===== config.mk =====
export PLATFORM = sky130hd
export DESIGN_NAME = sa_matmul
export DESIGN_NICKNAME = d
export VERILOG_FILES = /design/src/rtl/sa_pkg.sv /design/src/rtl/sa_feeder.sv /design/src/rtl/sa_cell.sv /design/src/rtl/sa_matmul.sv
export SDC_FILE = /design/constraint.sdc
export NUM_CORES = 2
export LEC_CHECK = 0
export ABC_AREA = 1
export BUFFER_PORTS_ARGS = -buffer_cell sky130_fd_sc_hd__buf_4
export CORE_MARGIN = 1
export CORE_UTILIZATION = 59
export CTS_CLUSTER_SIZE = 14
export DETAILED_ROUTE_END_ITERATION = 12
export GPL_TIMING_DRIVEN = 1
export PLACE_DENSITY = 0.91
export SLEW_MARGIN = 20
export SYNTH_ARGS = -nofsm -noshare
export SYNTH_HDL_FRONTEND = slang
export SYNTH_SLANG_ARGS = --single-unit

===== constraint.sdc =====
create_clock -name clk -period 6.5 [get_ports clk]
set_input_delay 1.3 -clock clk [delete_from_list [all_inputs] [get_ports clk]]
set_output_delay 1.3 -clock clk [all_outputs]
set_load 0.01 [all_outputs]

===== src/rtl/sa_pkg.sv =====
package sa_pkg;

    typedef enum logic [1:0] {
        PH_IDLE  = 2'd0,
        PH_CALC  = 2'd1,
        PH_DRAIN = 2'd2,
        PH_DONE  = 2'd3
    } phase_e;

    typedef enum logic [1:0] {
        OP_HOLD  = 2'd0,
        OP_CLEAR = 2'd1,
        OP_MAC   = 2'd2,
        OP_SHIFT = 2'd3
    } cell_op_e;

endpackage


===== src/rtl/sa_feeder.sv =====
// Edge sequencer: stores one lane of an operand and emits element k when the
// step counter equals LANE + k, zero on every other step.
module sa_feeder #(
    parameter int N     = 4,
    parameter int W     = 8,
    parameter int LANE  = 0,
    parameter int CNT_W = 4
) (
    input  logic             clk,
    input  logic             rst_n,
    input  logic             load,
    input  logic [N*W-1:0]   vec_in,
    input  logic [CNT_W-1:0] step,
    output logic [W-1:0]     lane_out
);

    logic [N*W-1:0] vals_d, vals_q;

    always_comb begin
        vals_d   = vals_q;
        lane_out = '0;
        if (load) begin
            vals_d = vec_in;
        end
        for (int k = 0; k < N; k++) begin
            if (step == CNT_W'(LANE + k)) begin
                lane_out = vals_q[k*W +: W];
            end
        end
    end

    always_ff @(posedge clk or negedge rst_n) begin
        if (!rst_n) begin
            vals_q <= '0;
        end else begin
            vals_q <= vals_d;
        end
    end

endmodule


===== src/rtl/sa_cell.sv =====
// One mesh cell: forwards A right and B down, accumulates their product,
// or passes the accumulator from the cell above during drain.
module sa_cell
    import sa_pkg::*;
#(
    parameter int W     = 8,
    parameter int ACC_W = 18
) (
    input  logic                    clk,
    input  logic                    rst_n,
    input  cell_op_e                op,
    input  logic signed [W-1:0]     a_in,
    input  logic signed [W-1:0]     b_in,
    input  logic signed [ACC_W-1:0] acc_in,
    output logic signed [W-1:0]     a_out,
    output logic signed [W-1:0]     b_out,
    output logic signed [ACC_W-1:0] acc_out
);

    typedef struct packed {
        logic signed [W-1:0]     a;
        logic signed [W-1:0]     b;
        logic signed [ACC_W-1:0] acc;
    } cell_t;

    cell_t                   cell_d, cell_q;
    logic signed [2*W-1:0]   prod;

    always_comb begin
        cell_d = cell_q;
        prod   = a_in * b_in;
        unique case (op)
            OP_CLEAR: cell_d = '0;
            OP_MAC: begin
                cell_d.a   = a_in;
                cell_d.b   = b_in;
                cell_d.acc = cell_q.acc + ACC_W'(prod);
            end
            OP_SHIFT: cell_d.acc = acc_in;
            default:  cell_d = cell_q;
        endcase
    end

    always_ff @(posedge clk or negedge rst_n) begin
        if (!rst_n) begin
            cell_q <= '0;
        end else begin
            cell_q <= cell_d;
        end
    end

    assign a_out   = cell_q.a;
    assign b_out   = cell_q.b;
    assign acc_out = cell_q.acc;

endmodule


===== src/rtl/sa_matmul.sv =====
module sa_matmul
    import sa_pkg::*;
#(
    parameter  int N     = 4,
    parameter  int W     = 8,
    localparam int ACC_W = 2*W + $clog2(N)
) (
    input  logic               clk,
    input  logic               rst_n,
    input  logic               start,
    input  logic [N*N*W-1:0]   a_flat,
    input  logic [N*N*W-1:0]   b_flat,
    output logic [N*ACC_W-1:0] res_row,
    output logic               res_valid,
    output logic               done
);

    localparam int CNT_W = $clog2(3*N);
    localparam logic [CNT_W-1:0] LAST_CALC  = CNT_W'(3*N - 3);
    localparam logic [CNT_W-1:0] LAST_DRAIN = CNT_W'(N - 1);

    typedef struct packed {
        phase_e           phase;
        logic [CNT_W-1:0] cnt;
    } ctl_t;

    ctl_t     ctl_d, ctl_q;
    logic     accept;
    cell_op_e op;

    always_comb begin
        ctl_d  = ctl_q;
        accept = 1'b0;
        op     = OP_HOLD;
        unique case (ctl_q.phase)
            PH_IDLE: begin
                if (start) begin
                    accept      = 1'b1;
                    op          = OP_CLEAR;
                    ctl_d.phase = PH_CALC;
                    ctl_d.cnt   = '0;
                end
            end
            PH_CALC: begin
                op = OP_MAC;
                if (ctl_q.cnt == LAST_CALC) begin
                    ctl_d.phase = PH_DRAIN;
                    ctl_d.cnt   = '0;
                end else begin
                    ctl_d.cnt = ctl_q.cnt + 1'b1;
                end
            end
            PH_DRAIN: begin
                op = OP_SHIFT;
                if (ctl_q.cnt == LAST_DRAIN) begin
                    ctl_d.phase = PH_DONE;
                    ctl_d.cnt   = '0;
                end else begin
                    ctl_d.cnt = ctl_q.cnt + 1'b1;
                end
            end
            default: ctl_d.phase = PH_IDLE;
        endcase
    end

    always_ff @(posedge clk or negedge rst_n) begin
        if (!rst_n) begin
            ctl_q <= '{phase: PH_IDLE, cnt: '0};
        end else begin
            ctl_q <= ctl_d;
        end
    end

    // Edge streams
    logic [W-1:0]   a_edge [N];
    logic [W-1:0]   b_edge [N];
    logic [N*W-1:0] b_col  [N];

    always_comb begin
        for (int j = 0; j < N; j++) begin
            for (int k = 0; k < N; k++) begin
                b_col[j][k*W +: W] = b_flat[(k*N + j)*W +: W];
            end
        end
    end

    for (genvar l = 0; l < N; l++) begin : g_feed
        sa_feeder #(.N(N), .W(W), .LANE(l), .CNT_W(CNT_W)) a_feed_i (
            .clk(clk), .rst_n(rst_n), .load(accept),
            .vec_in(a_flat[l*N*W +: N*W]), .step(ctl_q.cnt),
            .lane_out(a_edge[l])
        );
        sa_feeder #(.N(N), .W(W), .LANE(l), .CNT_W(CNT_W)) b_feed_i (
            .clk(clk), .rst_n(rst_n), .load(accept),
            .vec_in(b_col[l]), .step(ctl_q.cnt),
            .lane_out(b_edge[l])
        );
    end

    // Mesh
    logic signed [W-1:0]     a_h   [N][N];
    logic signed [W-1:0]     b_v   [N][N];
    logic signed [ACC_W-1:0] acc_m [N][N];

    for (genvar i = 0; i < N; i++) begin : g_row
        for (genvar j = 0; j < N; j++) begin : g_col
            logic signed [W-1:0]     a_src, b_src;
            logic signed [ACC_W-1:0] acc_src;
            if (j == 0) begin : g_left
                assign a_src = a_edge[i];
            end else begin : g_inner_a
                assign a_src = a_h[i][j-1];
            end
            if (i == 0) begin : g_top
                assign b_src   = b_edge[j];
                assign acc_src = '0;
            end else begin : g_inner_b
                assign b_src   = b_v[i-1][j];
                assign acc_src = acc_m[i-1][j];
            end
            sa_cell #(.W(W), .ACC_W(ACC_W)) cell_i (
                .clk(clk), .rst_n(rst_n), .op(op),
                .a_in(a_src), .b_in(b_src), .acc_in(acc_src),
                .a_out(a_h[i][j]), .b_out(b_v[i][j]), .acc_out(acc_m[i][j])
            );
        end
    end

    for (genvar j = 0; j < N; j++) begin : g_out
        assign res_row[j*ACC_W +: ACC_W] = acc_m[N-1][j];
    end

    assign res_valid = (ctl_q.phase == PH_DRAIN);
    assign done      = (ctl_q.phase == PH_DONE);

endmodule


# Yosys cells after proc, flatten, opt, wreduce, memory -nomap -nowiden
# Cells that the tools add are included.
dict set report classes {
  eq_ne 16
  reduce_logical 9
  n_addsub 17
  muxes 74
  mul 16
}
# op n
set op_table {}
lappend op_table {{one-hot mux 18 bit (3 select lines)} 12}
lappend op_table {{one-hot mux 16 bit (2 select lines)} 12}
lappend op_table {{adder 18 x 16 -> 18 bit} 16}
lappend op_table {{multiplier 8 x 8 -> 16 bit} 16}
lappend op_table {{two-way mux 8 bit} 32}
lappend op_table {{one-hot mux 18 bit (2 select lines)} 4}
lappend op_table {{one-hot mux 8 bit (2 select lines)} 3}
lappend op_table {{equality test 4 x 3 -> 1 bit, second input constant} 3}
lappend op_table {{one-hot mux 2 bit (3 select lines)} 2}
lappend op_table {{one-hot mux 4 bit (3 select lines)} 1}
lappend op_table {{equality test 2 bit, second input constant} 4}
lappend op_table {{equality test 4 x 2 -> 1 bit, second input constant} 2}
lappend op_table {{two-way mux 4 bit} 2}
lappend op_table {{two-way mux 6 bit} 1}
lappend op_table {{nonzero test 3 bit} 2}
lappend op_table {{adder 4 x 1 -> 4 bit, second input constant} 1}
lappend op_table {{equality test 2 x 1 -> 1 bit, second input constant} 2}
lappend op_table {{equality test 4 x 1 -> 1 bit, second input constant} 1}
lappend op_table {{equality test 4 bit, second input constant} 1}
lappend op_table {{zero test 4 bit} 1}
lappend op_table {{two-way mux 2 bit} 2}
lappend op_table {{inequality test 2 bit, second input constant} 2}
lappend op_table {{nonzero test 2 bit} 2}
lappend op_table {{two-way mux 1 bit} 3}
lappend op_table {{5 further kinds} 5}
dict set report word_totals {
  elab_cells 182
  inputBits 259
  output_inout_bits 74
  regBits 742
}

# Logic depth before layout (Yosys ltp)
dict set report depth {
  ltp_word 8
  depth_mapped 32
  depth_no_buf 31
}

# By module
# From an unflattened synthesis, not the netlist that was laid out.
dict set report hier_totals {
  hier_cells 11078
  area_unflattened_um2 93292.0
}
# module instances cells_each area_per_inst_um2 seq_area_each_um2
set by_module_without_submodules {}
lappend by_module_without_submodules {{sa_cell at g_row[1].g_col[1].cell_i ...} 7 627 5011.1 850.8}
lappend by_module_without_submodules {{sa_cell at g_row[0].g_col[0].cell_i ...} 4 633 5019.8 850.8}
lappend by_module_without_submodules {{sa_cell at g_row[3].g_col[1].cell_i ...} 2 624 4998.5 850.8}
lappend by_module_without_submodules {{sa_cell at g_row[1].g_col[0].cell_i} 1 632 5034.8 850.8}
lappend by_module_without_submodules {{sa_cell at g_row[3].g_col[0].cell_i} 1 627 5001.0 850.8}
lappend by_module_without_submodules {{sa_cell at g_row[3].g_col[3].cell_i} 1 630 4983.5 850.8}
lappend by_module_without_submodules {{sa_feeder at g_feed[3].a_feed_i ...} 2 120 1635.3 800.8}
lappend by_module_without_submodules {{sa_feeder at g_feed[0].a_feed_i ...} 2 119 1625.3 800.8}
lappend by_module_without_submodules {{sa_feeder at g_feed[1].a_feed_i ...} 2 120 1599.0 800.8}
lappend by_module_without_submodules {{sa_feeder at g_feed[2].a_feed_i ...} 2 120 1470.2 800.8}
lappend by_module_without_submodules {sa_matmul 1 62 459.2 150.1}

# Least setup slack after synthesis
# OpenSTA, ideal clock, no wires.
dict set report synth_timing {
  path_kind {reg2reg}
  start {reg ctl_q[0] in the netlist's numbering}
  end {reg g_row[0].g_col[1].cell_i.cell_q, in the netlist g_row[0].g_col[1].cell_i.acc_out[17]}
  stages_incl_launch_ff 26
  path_buffers 1
  arrival_ns 5.952
  path_slack_ns 0.430
  required_ns 6.382
  synth_period_minus_slack_ns 6.070
  path_cell_list {dfrtp_1 -> inv_1 -> ha_1 -> inv_2 -> clkbuf_1 -> nand3_1 -> nand3_1 -> o21ai_0 -> o21ai_2 -> inv_2 -> nor2_1 -> fa_1 -> fa_1 -> fa_1 -> fa_1 -> fa_1 -> ha_1 -> nand2_1 -> nor2_1 -> nand2_1 -> o211ai_1 -> nand2_1 -> nand2_1 -> nand3_1 -> nand3_1 -> nand2_1}
}
dict set report synth_between {
  elab_chain_len 8
  elab_cells_between_ends 11
}
# item line_no
set synth_lines {}
lappend synth_lines {{start, declared} sa_matmul.sv:27} ;# ctl_t ctl_d, ctl_q;
lappend synth_lines {{start signal, assigned} sa_matmul.sv:68} ;# ctl_q <= '{phase: PH_IDLE, cnt: '0};
lappend synth_lines {{start signal, assigned} sa_matmul.sv:70} ;# ctl_q <= ctl_d;
lappend synth_lines {{equality test 4 x 1 -> 1 bit} sa_feeder.sv:26} ;# if (step == CNT_W'(LANE + k)) begin
lappend synth_lines {{two-way mux 8 bit (3 in a row)} sa_feeder.sv:26}
lappend synth_lines {{two-way mux 8 bit *} sa_feeder.sv:26}
lappend synth_lines {{multiplier 8 x 8 -> 16 bit *} sa_cell.sv:31} ;# prod = a_in * b_in;
lappend synth_lines {{adder 18 x 16 -> 18 bit *} sa_cell.sv:37} ;# cell_d.acc = cell_q.acc + ACC_W'(prod);
lappend synth_lines {{one-hot mux 18 bit (2 select lines) *} sa_cell.sv:32} ;# unique case (op)
lappend synth_lines {{end signal, assigned} sa_cell.sv:48} ;# cell_q <= cell_d;
lappend synth_lines {{end, declared} sa_cell.sv:26} ;# cell_t cell_d, cell_q;
# Mark *: on every way between the ends. The rest lies on a longest branch, timed or not.
# A chain may end at the register's enable or synchronous reset.

# Final worst setup path
dict set report layout_timing {
  start {reg ctl_q[0] in the netlist's numbering}
  end {reg g_row[0].g_col[0].cell_i.cell_q, in the netlist g_row[0].g_col[0].cell_i.acc_out[17]}
}
dict set report layout_between {
  elab_chain_len 8
  elab_cells_between_ends 15
}
# item line_no
set layout_lines {}
lappend layout_lines {{zero test 4 bit} sa_feeder.sv:26}
lappend layout_lines {{two-way mux 8 bit (4 in a row)} sa_feeder.sv:26}
lappend layout_lines {{multiplier 8 x 8 -> 16 bit *} sa_cell.sv:31}
lappend layout_lines {{adder 18 x 16 -> 18 bit *} sa_cell.sv:37}
lappend layout_lines {{one-hot mux 18 bit (2 select lines) *} sa_cell.sv:32}
lappend layout_lines {{end signal, assigned} sa_cell.sv:48}
lappend layout_lines {{end, declared} sa_cell.sv:26}
# Marks and branches as above.

==> results_dict.tcl <==
set metrics [dict create \
    layout_setup_ws_ns 0.247 \
    vias 70400 \
    multi_input_area_um2 57000 \
    holdBufCountCts 0 \
    cp_max_fo 24 \
    path_class "flip-flop to flip-flop" \
    max_freq_mhz 160 \
    finClkSkew_ns 0.0435 \
    syn2layout_area_growth_pct 8.51 \
    grt_overflow_total 0 \
    yosys-top-cells-area "fa_1 30%, dfrtp_1 22%, inv_1 10%, ha_1 9.9%, nand2_1 8.4%" \
    grt_pass1_vias 74600 \
    firstDrtPassIters 11 \
    hold_viol_final 0 \
    violations "design-rule violations" \
    dieArea_um2 147000 \
    arrival_ns 6.90 \
    synth_area_um2 85900 \
    yosysWarnings 0 \
    synth_common_cells "2,307 x inv_1, 1,923 x nand2_1, 1,280 x fa_1" \
    critical_path_required_ns 7.15 \
    initial_core_util_pct 59.6 \
    syn_avg_cell_area_um2 8.50 \
    path_clk_slew_ns 0.07 \
    status "finished with violations" \
    drive_gt1_share_pct 8.88 \
    die_height_um 384 \
    worstSetupEndpointType "flip-flop" \
    tns_ns 0 \
    seq_area_frac_synth_pct 21.6 \
    max_stage_delay_ns 0.54 \
    grt_setup_unrepaired "false" \
    cts.sinks 742 \
    routedWlPerCell_um 20.6 \
    viasPerCell 5.77 \
    grt_max_degree 177 \
    synth_cells 10100 \
    worstSetupStartpointType "flip-flop" \
    cts_buffer_depth 3 \
    synth_top_flop_cell "dfrtp_1" \
    hold_class "flip-flop to flip-flop" \
    cts-htree-levels 3 \
    drv_slew 0 \
    syn_nets 12300 \
    placedCellCount 12000 \
    ys_ff_latch 742 \
    routabilityCongestion 1.00 \
    final_nets 12500 \
    cts_buffers 89 \
    fin_crit_sh_pct 96.2 \
    maxCapViolCount 0 \
    hpwl_um 198000 \
    numPortBuffers 332 \
    grt_antenna_before_repair 14 \
    drc 10 \
    final.min_clock_period_ns 6.25 \
    synth_edf_count 0 \
    worst_path_max_delay_cell "fa_1" \
    synth_most_common_cell "inv_1" \
    cts_tree "done" \
    rows 139 \
    yosys.area.top_type "fa_1" \
    clkLatencyLatePin_ns 0.76 \
    regArea_um2 18600 \
    fin_hold_ws_ns 0.505 \
    grtUsageTotal_pct 34.9 \
    drtAntennaViolNets 0 \
    drt-initial-drc-count 6776 \
    grt_pass1_wl_um 399000 \
    slew_headroom_pct 24.5 \
    place_ws_ns 0.195 \
    synth_cell_type_count 53 \
    setup_viol 0 \
    tightest_slew_ns 1.13 \
    coreArea_um2 144000 \
    synth_top_area_share_pct 29.8 \
    fillers 10900 \
    cts_root_buf "clkbuf_16" \
    die_width_um 384 \
    stdcell_count 12200 \
    ioPinCount 333 \
    async_flop_share_pct 100 \
    drt_wl_total_um 251000 \
]
## per-layer routing
layer | share of wire (%) | wire, µm | global-route usage (%) | up-vias
li1 | - | - | - | 31100
met1 | 37 | 92600 | 43.1 | 34500
met2 | 47 | 117000 | 56.7 | 3847
met3 | 9.5 | 23900 | 7.37 | 933
met4 | 6.9 | 17300 | 20.2 | 12
met5 | 0.032 | 81 | 0 | -
## cell usage in the layout, fill, tap and decap left out, types with 13 or more instances in the layout
master     count
o21ai_0      265
nand3_1      335
nand4_1       50
fa_1        1279
o211ai_1      24
dfrtp_1      742
nor2_1       737
buf_4        394
o21ai_2       34
a22oi_1      105
o21ai_1       13
ha_1         679
nand2_1     1921
mux2_2       218
inv_1       2304
o21bai_1      30
clkbuf_16     89
xnor2_1       38
a21oi_1      581
inv_2         44
clkinv_2      15
o22ai_1      189
clkbuf_8      14
a21o_1        22
## kinds of logic after synthesis
kind of cell / share of synthesized area [%]
AOI/OAI and AO/OA: 8.72
xor gates and xnor gates: 0.510
adders and majority gates: 39.8
buffers and inverters: 12.2
DFF: 21.6
muxes: 2.86
and+or+nand+nor: 14.3
## worst max-delay path: cells and delay by family (launching register included)
| kind | cells | cell delay, ns |
|---|---|---|
| AO/OA/AOI/OAI | 3 | 0.81 |
| adder cells (fa/ha/maj) | 7 | 3.10 |
| buffers and inverters | 6 | 0.66 |
| flip-flops | 1 | 0.42 |
| AND/OR/NAND/NOR | 10 | 1.15 |
## metrics by stage
stage	util (%)	area, µm²
after floorplan	-	85900
after global placement	62.4	89900
after detailed placement	62.4	89900
after CTS	64.6	93000
after global routing	64.7	93200
final	64.7	93200
## registers in the layout, indices dropped and copies added (netlist names)
register	flops
g_feed.a_feed_i.vals_q	128
ctl_q	6
g_row.g_col.cell_i.acc_out	288
g_feed.b_feed_i.vals_q	128
g_row.g_col.cell_i.b_out	96
g_row.g_col.cell_i.a_out	96
## what timing repair did
action,in CTS,in global routing
resized for setup,0,17
endpoints found under the setup margin,0,42
setup buffers,0,11
## worst paths after layout
| path | startpoint | to | slack (ns) | cells after the start |
|---|---|---|---|---|
| max | ctl_q[0]$_DFFE_PN0P_ | g_row[0].g_col[0].cell_i.acc_out[17]$_DFFE_PN0P_ | 0.25 | 26 |
| min | g_feed[2].a_feed_i.vals_q[19]$_DFFE_PN0P_ | g_feed[2].a_feed_i.vals_q[19]$_DFFE_PN0P_ | 0.50 | 1 |
| max reg2reg | ctl_q[0]$_DFFE_PN0P_ | g_row[0].g_col[0].cell_i.acc_out[17]$_DFFE_PN0P_ | 0.25 | 26 |
| min reg2reg | g_feed[2].a_feed_i.vals_q[19]$_DFFE_PN0P_ | g_feed[2].a_feed_i.vals_q[19]$_DFFE_PN0P_ | 0.50 | 1 |
| max in group asynchronous | rst_n | g_row[3].g_col[1].cell_i.acc_out[9]$_DFFE_PN0P_ | 4.37 | 2 |
| min in group asynchronous | rst_n | g_feed[3].a_feed_i.vals_q[4]$_DFFE_PN0P_ | 0.62 | 1 |
## cell type report
cell class,count,area share (%)
clock buffer,112,2.63
clock inverter,51,0.707
inverter,2366,9.57
sequential,742,19.9
tap,1903,2.55
timing repair buffer,409,3.46
multi-input combinational,6621,61.1
antenna,7,0.0188
Power is not shown: default switching activity piles up to over one toggle a cycle in this logic, so the estimate is an artifact.
